--- src/rtl/can_bt_pkg.sv ---
package can_bt_pkg;
   typedef enum logic [1:0] {
      SEG_SYNC = 2'd0,
      SEG_PH1  = 2'd1,
      SEG_PH2  = 2'd2
   } seg_t;
endpackage

--- src/rtl/can_tq_div.sv ---
module can_tq_div #(
   parameter int DIV_W = 10
) (
   input  logic             clk,
   input  logic             rst_n,
   input  logic             restart,
   input  logic [DIV_W-1:0] div,
   output logic             tq_stb
);
   logic [DIV_W-1:0] cnt;

   // wrap at or above the limit so a lowered divider cannot strand the count
   assign tq_stb = (cnt >= div) && !restart;

   always_ff @(posedge clk or negedge rst_n) begin
      if (!rst_n)
         cnt <= '0;
      else if (restart || tq_stb)
         cnt <= '0;
      else
         cnt <= cnt + 1'b1;
   end


   tq_wrap_chk: assert property (@(posedge clk) disable iff (!rst_n)
      tq_stb |=> (cnt == '0));
endmodule

--- src/rtl/can_rx_sync.sv ---
module can_rx_sync #(
   parameter int STAGES = 2
) (
   input  logic clk,
   input  logic rst_n,
   input  logic rx,
   output logic rx_s,
   output logic fall
);
   logic [STAGES-1:0] chain;
   logic              prev;

   genvar i;
   generate
      for (i = 0; i < STAGES; i++) begin : g_stage
         if (i == 0) begin : g_first
            always_ff @(posedge clk or negedge rst_n) begin
               if (!rst_n) chain[0] <= 1'b1;
               else        chain[0] <= rx;
            end
         end else begin : g_next
            always_ff @(posedge clk or negedge rst_n) begin
               if (!rst_n) chain[i] <= 1'b1;
               else        chain[i] <= chain[i-1];
            end
         end
      end
   endgenerate

   always_ff @(posedge clk or negedge rst_n) begin
      if (!rst_n) prev <= 1'b1;
      else        prev <= rx_s;
   end

   assign rx_s = chain[STAGES-1];
   assign fall = prev & ~rx_s;
endmodule

--- src/rtl/can_bit_fsm.sv ---
module can_bit_fsm
   import can_bt_pkg::*;
#(
   parameter int TS1_W = 4,
   parameter int TS2_W = 3,
   parameter int SJW_W = 2,
   parameter int CW    = 6
) (
   input  logic             clk,
   input  logic             rst_n,
   input  logic             tq_stb,
   input  logic             hard,
   input  logic             fall,
   input  logic             idle,
   input  logic             rx_s,
   input  logic [TS1_W-1:0] ph1_len,
   input  logic [TS2_W-1:0] ph2_len,
   input  logic [SJW_W-1:0] jump_w,
   output logic             start_q,
   output logic             samp_q,
   output logic             rx_bit
);
   seg_t          seg;
   logic [CW-1:0] qc, lim1, lim2, lim1_nxt, lim2_nxt;
   logic [CW-1:0] jw, ext1, e2, s2;
   logic          rs_done, adj_ok, enter_sync;
   logic [1:0]    adj_cnt;

   assign jw     = CW'(jump_w) + 1'b1;
   assign ext1   = ((qc + 1'b1) < jw) ? (qc + 1'b1) : jw;
   assign e2     = lim2 - qc + 1'b1;
   assign s2     = (e2 < jw) ? e2 : jw;
   assign adj_ok = fall && !idle && !rs_done && !hard;

   always_comb begin
      lim1_nxt = lim1;
      lim2_nxt = lim2;
      if (adj_ok && seg == SEG_PH1)
         lim1_nxt = lim1 + ext1;
      if (adj_ok && seg == SEG_PH2)
         lim2_nxt = (lim2 >= (s2 + qc)) ? (lim2 - s2) : qc;
   end

   assign enter_sync = hard || (tq_stb && seg == SEG_PH2 && qc == lim2_nxt);

   always_ff @(posedge clk or negedge rst_n) begin
      if (!rst_n) begin
         seg     <= SEG_SYNC;
         qc      <= '0;
         lim1    <= '0;
         lim2    <= '0;
         rs_done <= 1'b0;
         start_q <= 1'b0;
         samp_q  <= 1'b0;
         rx_bit  <= 1'b1;
      end else begin
         start_q <= 1'b0;
         samp_q  <= 1'b0;
         if (hard) begin
            seg     <= SEG_SYNC;
            qc      <= '0;
            rs_done <= 1'b0;
            start_q <= 1'b1;
         end else begin
            lim1 <= lim1_nxt;
            lim2 <= lim2_nxt;
            if (adj_ok)
               rs_done <= 1'b1;
            if (tq_stb) begin
               unique case (seg)
                  SEG_SYNC: begin
                     seg  <= SEG_PH1;
                     qc   <= '0;
                     lim1 <= CW'(ph1_len);
                     lim2 <= CW'(ph2_len);
                  end
                  SEG_PH1: begin
                     if (qc == lim1_nxt) begin
                        seg    <= SEG_PH2;
                        qc     <= '0;
                        samp_q <= 1'b1;
                        rx_bit <= rx_s;
                     end else begin
                        qc <= qc + 1'b1;
                     end
                  end
                  SEG_PH2: begin
                     if (qc == lim2_nxt) begin
                        seg     <= SEG_SYNC;
                        qc      <= '0;
                        start_q <= 1'b1;
                        rs_done <= 1'b0;
                     end else begin
                        qc <= qc + 1'b1;
                     end
                  end
                  default: seg <= SEG_SYNC;
               endcase
            end
         end
      end
   end

   // adjustment count per bit, kept for the checker below
   always_ff @(posedge clk or negedge rst_n) begin
      if (!rst_n)
         adj_cnt <= '0;
      else if (enter_sync)
         adj_cnt <= '0;
      else if (adj_ok && adj_cnt != 2'd3)
         adj_cnt <= adj_cnt + 1'b1;
   end


   samp_latch_chk: assert property (@(posedge clk) disable iff (!rst_n)
      samp_q |-> (rx_bit == $past(rx_s)));

   start_seg_chk: assert property (@(posedge clk) disable iff (!rst_n)
      start_q |-> (seg == SEG_SYNC));

   ph1_cap_chk: assert property (@(posedge clk) disable iff (!rst_n)
      (seg == SEG_PH1) |-> (lim1 <= CW'(ph1_len) + jw));

   ph2_floor_chk: assert property (@(posedge clk) disable iff (!rst_n)
      (seg == SEG_PH2) |-> (qc <= lim2));

   one_adj_chk: assert property (@(posedge clk) disable iff (!rst_n)
      adj_cnt <= 2'd1);
endmodule

--- src/rtl/can_bit_timer.sv ---
module can_bit_timer #(
   parameter int LO_W     = 6,
   parameter int HI_W     = 4,
   parameter int TS1_W    = 4,
   parameter int TS2_W    = 3,
   parameter int SJW_W    = 2,
   parameter int STAGES   = 2,
   parameter int MIN_TQ   = 8,
   parameter int MAX_TQ   = 25
) (
   input  logic             clk,
   input  logic             rst_n,
   input  logic [LO_W-1:0]  pscl_lo_i,
   input  logic [HI_W-1:0]  pscl_hi_i,
   input  logic [TS1_W-1:0] ph1_len_i,
   input  logic [TS2_W-1:0] ph2_len_i,
   input  logic [SJW_W-1:0] jump_w_i,
   input  logic             bus_idle_i,
   input  logic             rx_i,
   output logic             bit_start_o,
   output logic             sample_o,
   output logic             rx_bit_o,
   output logic             cfg_err_o
);
   localparam int DIV_W = LO_W + HI_W;
   localparam int CW    = ((TS1_W > TS2_W) ? TS1_W : TS2_W) + 2;

   generate
      if (STAGES < 2) begin : g_bad_stages
         $error("can_bit_timer: STAGES must be at least 2");
      end
      if (MIN_TQ > MAX_TQ) begin : g_bad_range
         $error("can_bit_timer: MIN_TQ exceeds MAX_TQ");
      end
      if (SJW_W > TS1_W) begin : g_bad_sjw
         $error("can_bit_timer: SJW_W wider than TS1_W");
      end
   endgenerate

   logic [DIV_W-1:0] div;
   logic             tq_stb, rx_s, fall, hard;
   logic [CW-1:0]    total;

   generate
      if (HI_W > 0) begin : g_ext
         assign div = {pscl_hi_i, pscl_lo_i};
      end else begin : g_noext
         assign div = DIV_W'(pscl_lo_i);
      end
   endgenerate

   assign hard  = fall & bus_idle_i;
   assign total = CW'(ph1_len_i) + CW'(ph2_len_i) + CW'(3);
   assign cfg_err_o = (int'(total) < MIN_TQ) || (int'(total) > MAX_TQ);

   can_rx_sync #(.STAGES(STAGES)) u_sync (
      .clk   (clk),
      .rst_n (rst_n),
      .rx    (rx_i),
      .rx_s  (rx_s),
      .fall  (fall)
   );

   can_tq_div #(.DIV_W(DIV_W)) u_div (
      .clk     (clk),
      .rst_n   (rst_n),
      .restart (hard),
      .div     (div),
      .tq_stb  (tq_stb)
   );

   can_bit_fsm #(
      .TS1_W (TS1_W),
      .TS2_W (TS2_W),
      .SJW_W (SJW_W),
      .CW    (CW)
   ) u_fsm (
      .clk     (clk),
      .rst_n   (rst_n),
      .tq_stb  (tq_stb),
      .hard    (hard),
      .fall    (fall),
      .idle    (bus_idle_i),
      .rx_s    (rx_s),
      .ph1_len (ph1_len_i),
      .ph2_len (ph2_len_i),
      .jump_w  (jump_w_i),
      .start_q (bit_start_o),
      .samp_q  (sample_o),
      .rx_bit  (rx_bit_o)
   );


   hard_restart_chk: assert property (@(posedge clk) disable iff (!rst_n)
      hard |=> bit_start_o);

   strobe_excl_chk: assert property (@(posedge clk) disable iff (!rst_n)
      !(bit_start_o && sample_o));
endmodule

--- config.mk ---
export PLATFORM = sky130hd
export DESIGN_NAME = can_bit_timer
export DESIGN_NICKNAME = d
export VERILOG_FILES = /design/src/rtl/can_bt_pkg.sv /design/src/rtl/can_tq_div.sv /design/src/rtl/can_rx_sync.sv /design/src/rtl/can_bit_fsm.sv /design/src/rtl/can_bit_timer.sv
export SDC_FILE = /design/constraint.sdc
export NUM_CORES = 1
export LEC_CHECK = 0
export ABC_AREA = 1
export BUFFER_PORTS_ARGS = -buffer_cell sky130_fd_sc_hd__buf_2
export CORE_ASPECT_RATIO = 1.1
export CORE_MARGIN = 2
export CORE_UTILIZATION = 35
export CTS_BUF_LIST = sky130_fd_sc_hd__clkbuf_4 sky130_fd_sc_hd__clkbuf_8
export CTS_CLUSTER_SIZE = 10
export DETAILED_ROUTE_END_ITERATION = 6
export SKIP_CTS_REPAIR_TIMING = 1
export SLEW_MARGIN = 20
export SYNTH_ARGS = -nofsm -noshare
export SYNTH_HDL_FRONTEND = slang
export SYNTH_SLANG_ARGS = --single-unit
--- constraint.sdc ---
create_clock -name clk -period 12.12 [get_ports clk]
set_input_delay 2.424 -clock clk [delete_from_list [all_inputs] [get_ports clk]]
set_output_delay 2.424 -clock clk [all_outputs]
set_load 0.02 [all_outputs]
==> flow_metrics.tcl <==
set metrics [dict create \
    fin_util 0.402 \
    worstSetupPathType "input pin to flop" \
    cp.required_ns 12.30 \
    grt_usage 0.159 \
    crit_arrival_ns 6.94 \
    place_ws_ns 5.04 \
    cts_inserted_buffers 5 \
    dpl.hpwl_um 7170 \
    drt_wl_total_um 8690 \
    cp_slowest_stage_delay_ns 0.33 \
    rows 39 \
    power.density_nw_per_um2 215 \
    syn_inst 528 \
    cts_tree "yes" \
    final_area_um2 4200 \
    via_per_inst 4.78 \
    layout.cells.non_filler 705 \
    p_sw_frac 0.497 \
    grt_pass1_vias 3227 \
    clk_path_buf_depth 2 \
    fin_hold_ws_ns 0.357 \
    ir_worst_vdd_mv 0.0822 \
    fp.dieW_um 103 \
    synth_edf_count 0 \
    path_max_fanout 8 \
    rsz0062_at_grt "false" \
    start_kind "input pin" \
    maxCapViolCount 0 \
    cts_root_buf "clkbuf_8" \
    setup_tns_ns 0 \
    p_comb_frac 0.667 \
    htreeDepth 2 \
    yosys_warnings 0 \
    placed_cell_area_um2 4080 \
    p_sw_mw 0.448 \
    skew_ns 0.00866 \
    drive_above_1_share 0.114 \
    ios 27 \
    fin_crit_ns 6.76 \
    avgRoutedWirePerCell_um 12.3 \
    setup_viol 0 \
    outcome "completed" \
    syn_area_um2 3780 \
    grt.overflow.total 0 \
    fill_cells 1137 \
    hold_viol 0 \
    synth_ff_type "dfrtp_1" \
    relSlewSlack 0.429 \
    place_congestion 0.876 \
    placed_cells 697 \
    first_pass_iters 4 \
    n_antenna_cell 0 \
    dieArea_um2 11600 \
    crit_buf_inv 3 \
    layout.nets 645 \
    yosysSeqAreaShare 0.247 \
    synth-seq-cells 37 \
    drc_errors 0 \
    drv_slew 0 \
    leakagePower_nw 2.33 \
    path_common_cell "nand2_1" \
    finalPower_mw 0.901 \
    intPower_mw 0.454 \
    worst_path_max_delay_cell "ha_1" \
    grt_max_degree 38 \
    setup_slack_ns 5.36 \
    io_buffers 26 \
    via_count 3371 \
    power_frac_seq 0.212 \
    drt-initial-drc-count 149 \
    clock.fmax_ghz 0.148 \
    cp_top_family "simple AND/OR/NAND/NOR gates" \
    grt_antenna_before_repair 0 \
    finalCritPeriodShare 0.558 \
    critPathCaptureType "flop" \
    core_area_um2 10400 \
    yosysUniqueCellTypes 40 \
    areaGrowthSynthToFinish_pct 11.1 \
    hp-class "flop to flop" \
    clock_sinks 37 \
    insertion_delay_ns 0.29 \
    pwr-share-clk 0.122 \
    clk_pin_slew_ns 0.07 \
    antenna_left 0 \
    worstMarginPinSlew_ns 0.856 \
    synthArstFlopShare 1.00 \
    die_y_um 113 \
    grt_pass1_wl_um 14900 \
    start_util 0.362 \
    synth_area_per_cell_um2 7.15 \
]
==> routing by layer <==
| layer | vias to the layer above | part of all wire | track usage |
|---|---|---|---|
| met1 | 1573 | 0.49 | 0.221 |
| met4 | 0 | 0.016 | 0.0404 |
| met2 | 35 | 0.47 | 0.264 |
| met5 | - | 0 | 0 |
| li1 | 1751 | - | - |
| met3 | 12 | 0.017 | 0.0173 |
==> final timing paths <==
path	from	end	slack (ns)	depth (start not counted)
worst max-delay path	jump_w_i[0]	u_fsm.qc[4]	5.36	34
worst min-delay path	u_sync.chain[0]	u_sync.rx_s	0.36	0
worst max register to register	u_fsm.qc[2]	u_fsm.qc[4]	6.34	34
worst min register to register	u_sync.chain[0]	u_sync.rx_s	0.36	0
max in group asynchronous	rst_n	u_fsm.qc[0]	9.34	1
min in group asynchronous	rst_n	u_fsm.lim1[1]	2.24	1
==> worst register-to-register path: cells and delay by family (launching register included) <==
kind                     cells  cell delay [ns]
AO/OA/AOI/OAI                6             1.40
XOR/XNOR                     1             0.17
adder cells (fa/ha/maj)      5             1.77
buffers and inverters        4             0.38
flip-flops                   1             0.55
AND/OR/NAND/NOR             18             1.40
==> layout by cell type (no fill, tap or decap), types with 6 or more instances in the layout <==
cell,n
nand2_1,130
inv_1,92
ha_1,56
nand3_1,54
nor2_1,36
dfrtp_1,33
a21oi_1,26
buf_2,26
o21ai_0,15
xor2_1,12
nand2_2,7
xnor2_1,6
conb_1,6
==> state kept, by name (all words and copies together) (netlist names) <==
signal,count
u_sync.rx_s,1
u_fsm.qc,6
u_fsm.start_q,1
u_fsm.samp_q,1
u_div.cnt,10
u_fsm.rs_done,1
u_fsm.rx_bit,1
u_fsm.seg,2
u_fsm.lim1,6
u_fsm.lim2,6
u_sync.prev,1
u_sync.chain,1
==> area by class of cell <==
type	instances	area, um^2	share of cell area
clock buffers	6	76.3	0.0182
clock inverters	2	38.8	0.00924
inverters	97	367	0.0874
multi-input cells	394	2470	0.590
flip-flops and latches	37	931	0.222
well taps	143	179	0.0426
repair buffers	26	130	0.0310
==> logic make-up (layout without fill, tap and decap cells) <==
| kind of cell | after synthesis | after routing | share of synthesized area |
|---|---|---|---|
| AO/OA/AOI/OAI | 61 | 61 | 0.0987 |
| XOR/XNOR | 18 | 18 | 0.0417 |
| AND/OR/NAND/NOR | 247 | 247 | 0.294 |
| buffers and inverters | 101 | 131 | 0.102 |
| multiplexers | 1 | 1 | 0.00265 |
| adder cells (fa/ha/maj) | 61 | 61 | 0.212 |
| other | 2 | 6 | 0.00199 |
| flip-flops | 37 | 37 | 0.247 |
==> cells in the mapped netlist (all sizes together), types with 4 or more instances <==
master / number / area share
xnor2: 6 / 0.014
inv: 97 / 0.097
dfrtp: 33 / 0.22
nor3: 4 / 0.011
nand4: 5 / 0.012
o21ai: 22 / 0.032
nand3: 54 / 0.072
o211ai: 4 / 0.0080
a21oi: 28 / 0.043
ha: 56 / 0.19
nand2: 138 / 0.14
fa: 5 / 0.027
nor2: 39 / 0.043
xor2: 12 / 0.028
dfstp: 4 / 0.028
==> power groups by stage <==
stage | clock (mW) | sequential [mW] | combinational [mW]
floorplan | 0 | 0.182 | 0.473
global placement | 0 | 0.194 | 0.589
detailed placement | 0 | 0.193 | 0.599
CTS | 0.114 | 0.191 | 0.604
global route | 0.119 | 0.196 | 0.696
finish | 0.110 | 0.191 | 0.601
No activity file was read; power rests on OpenSTA's default activity.
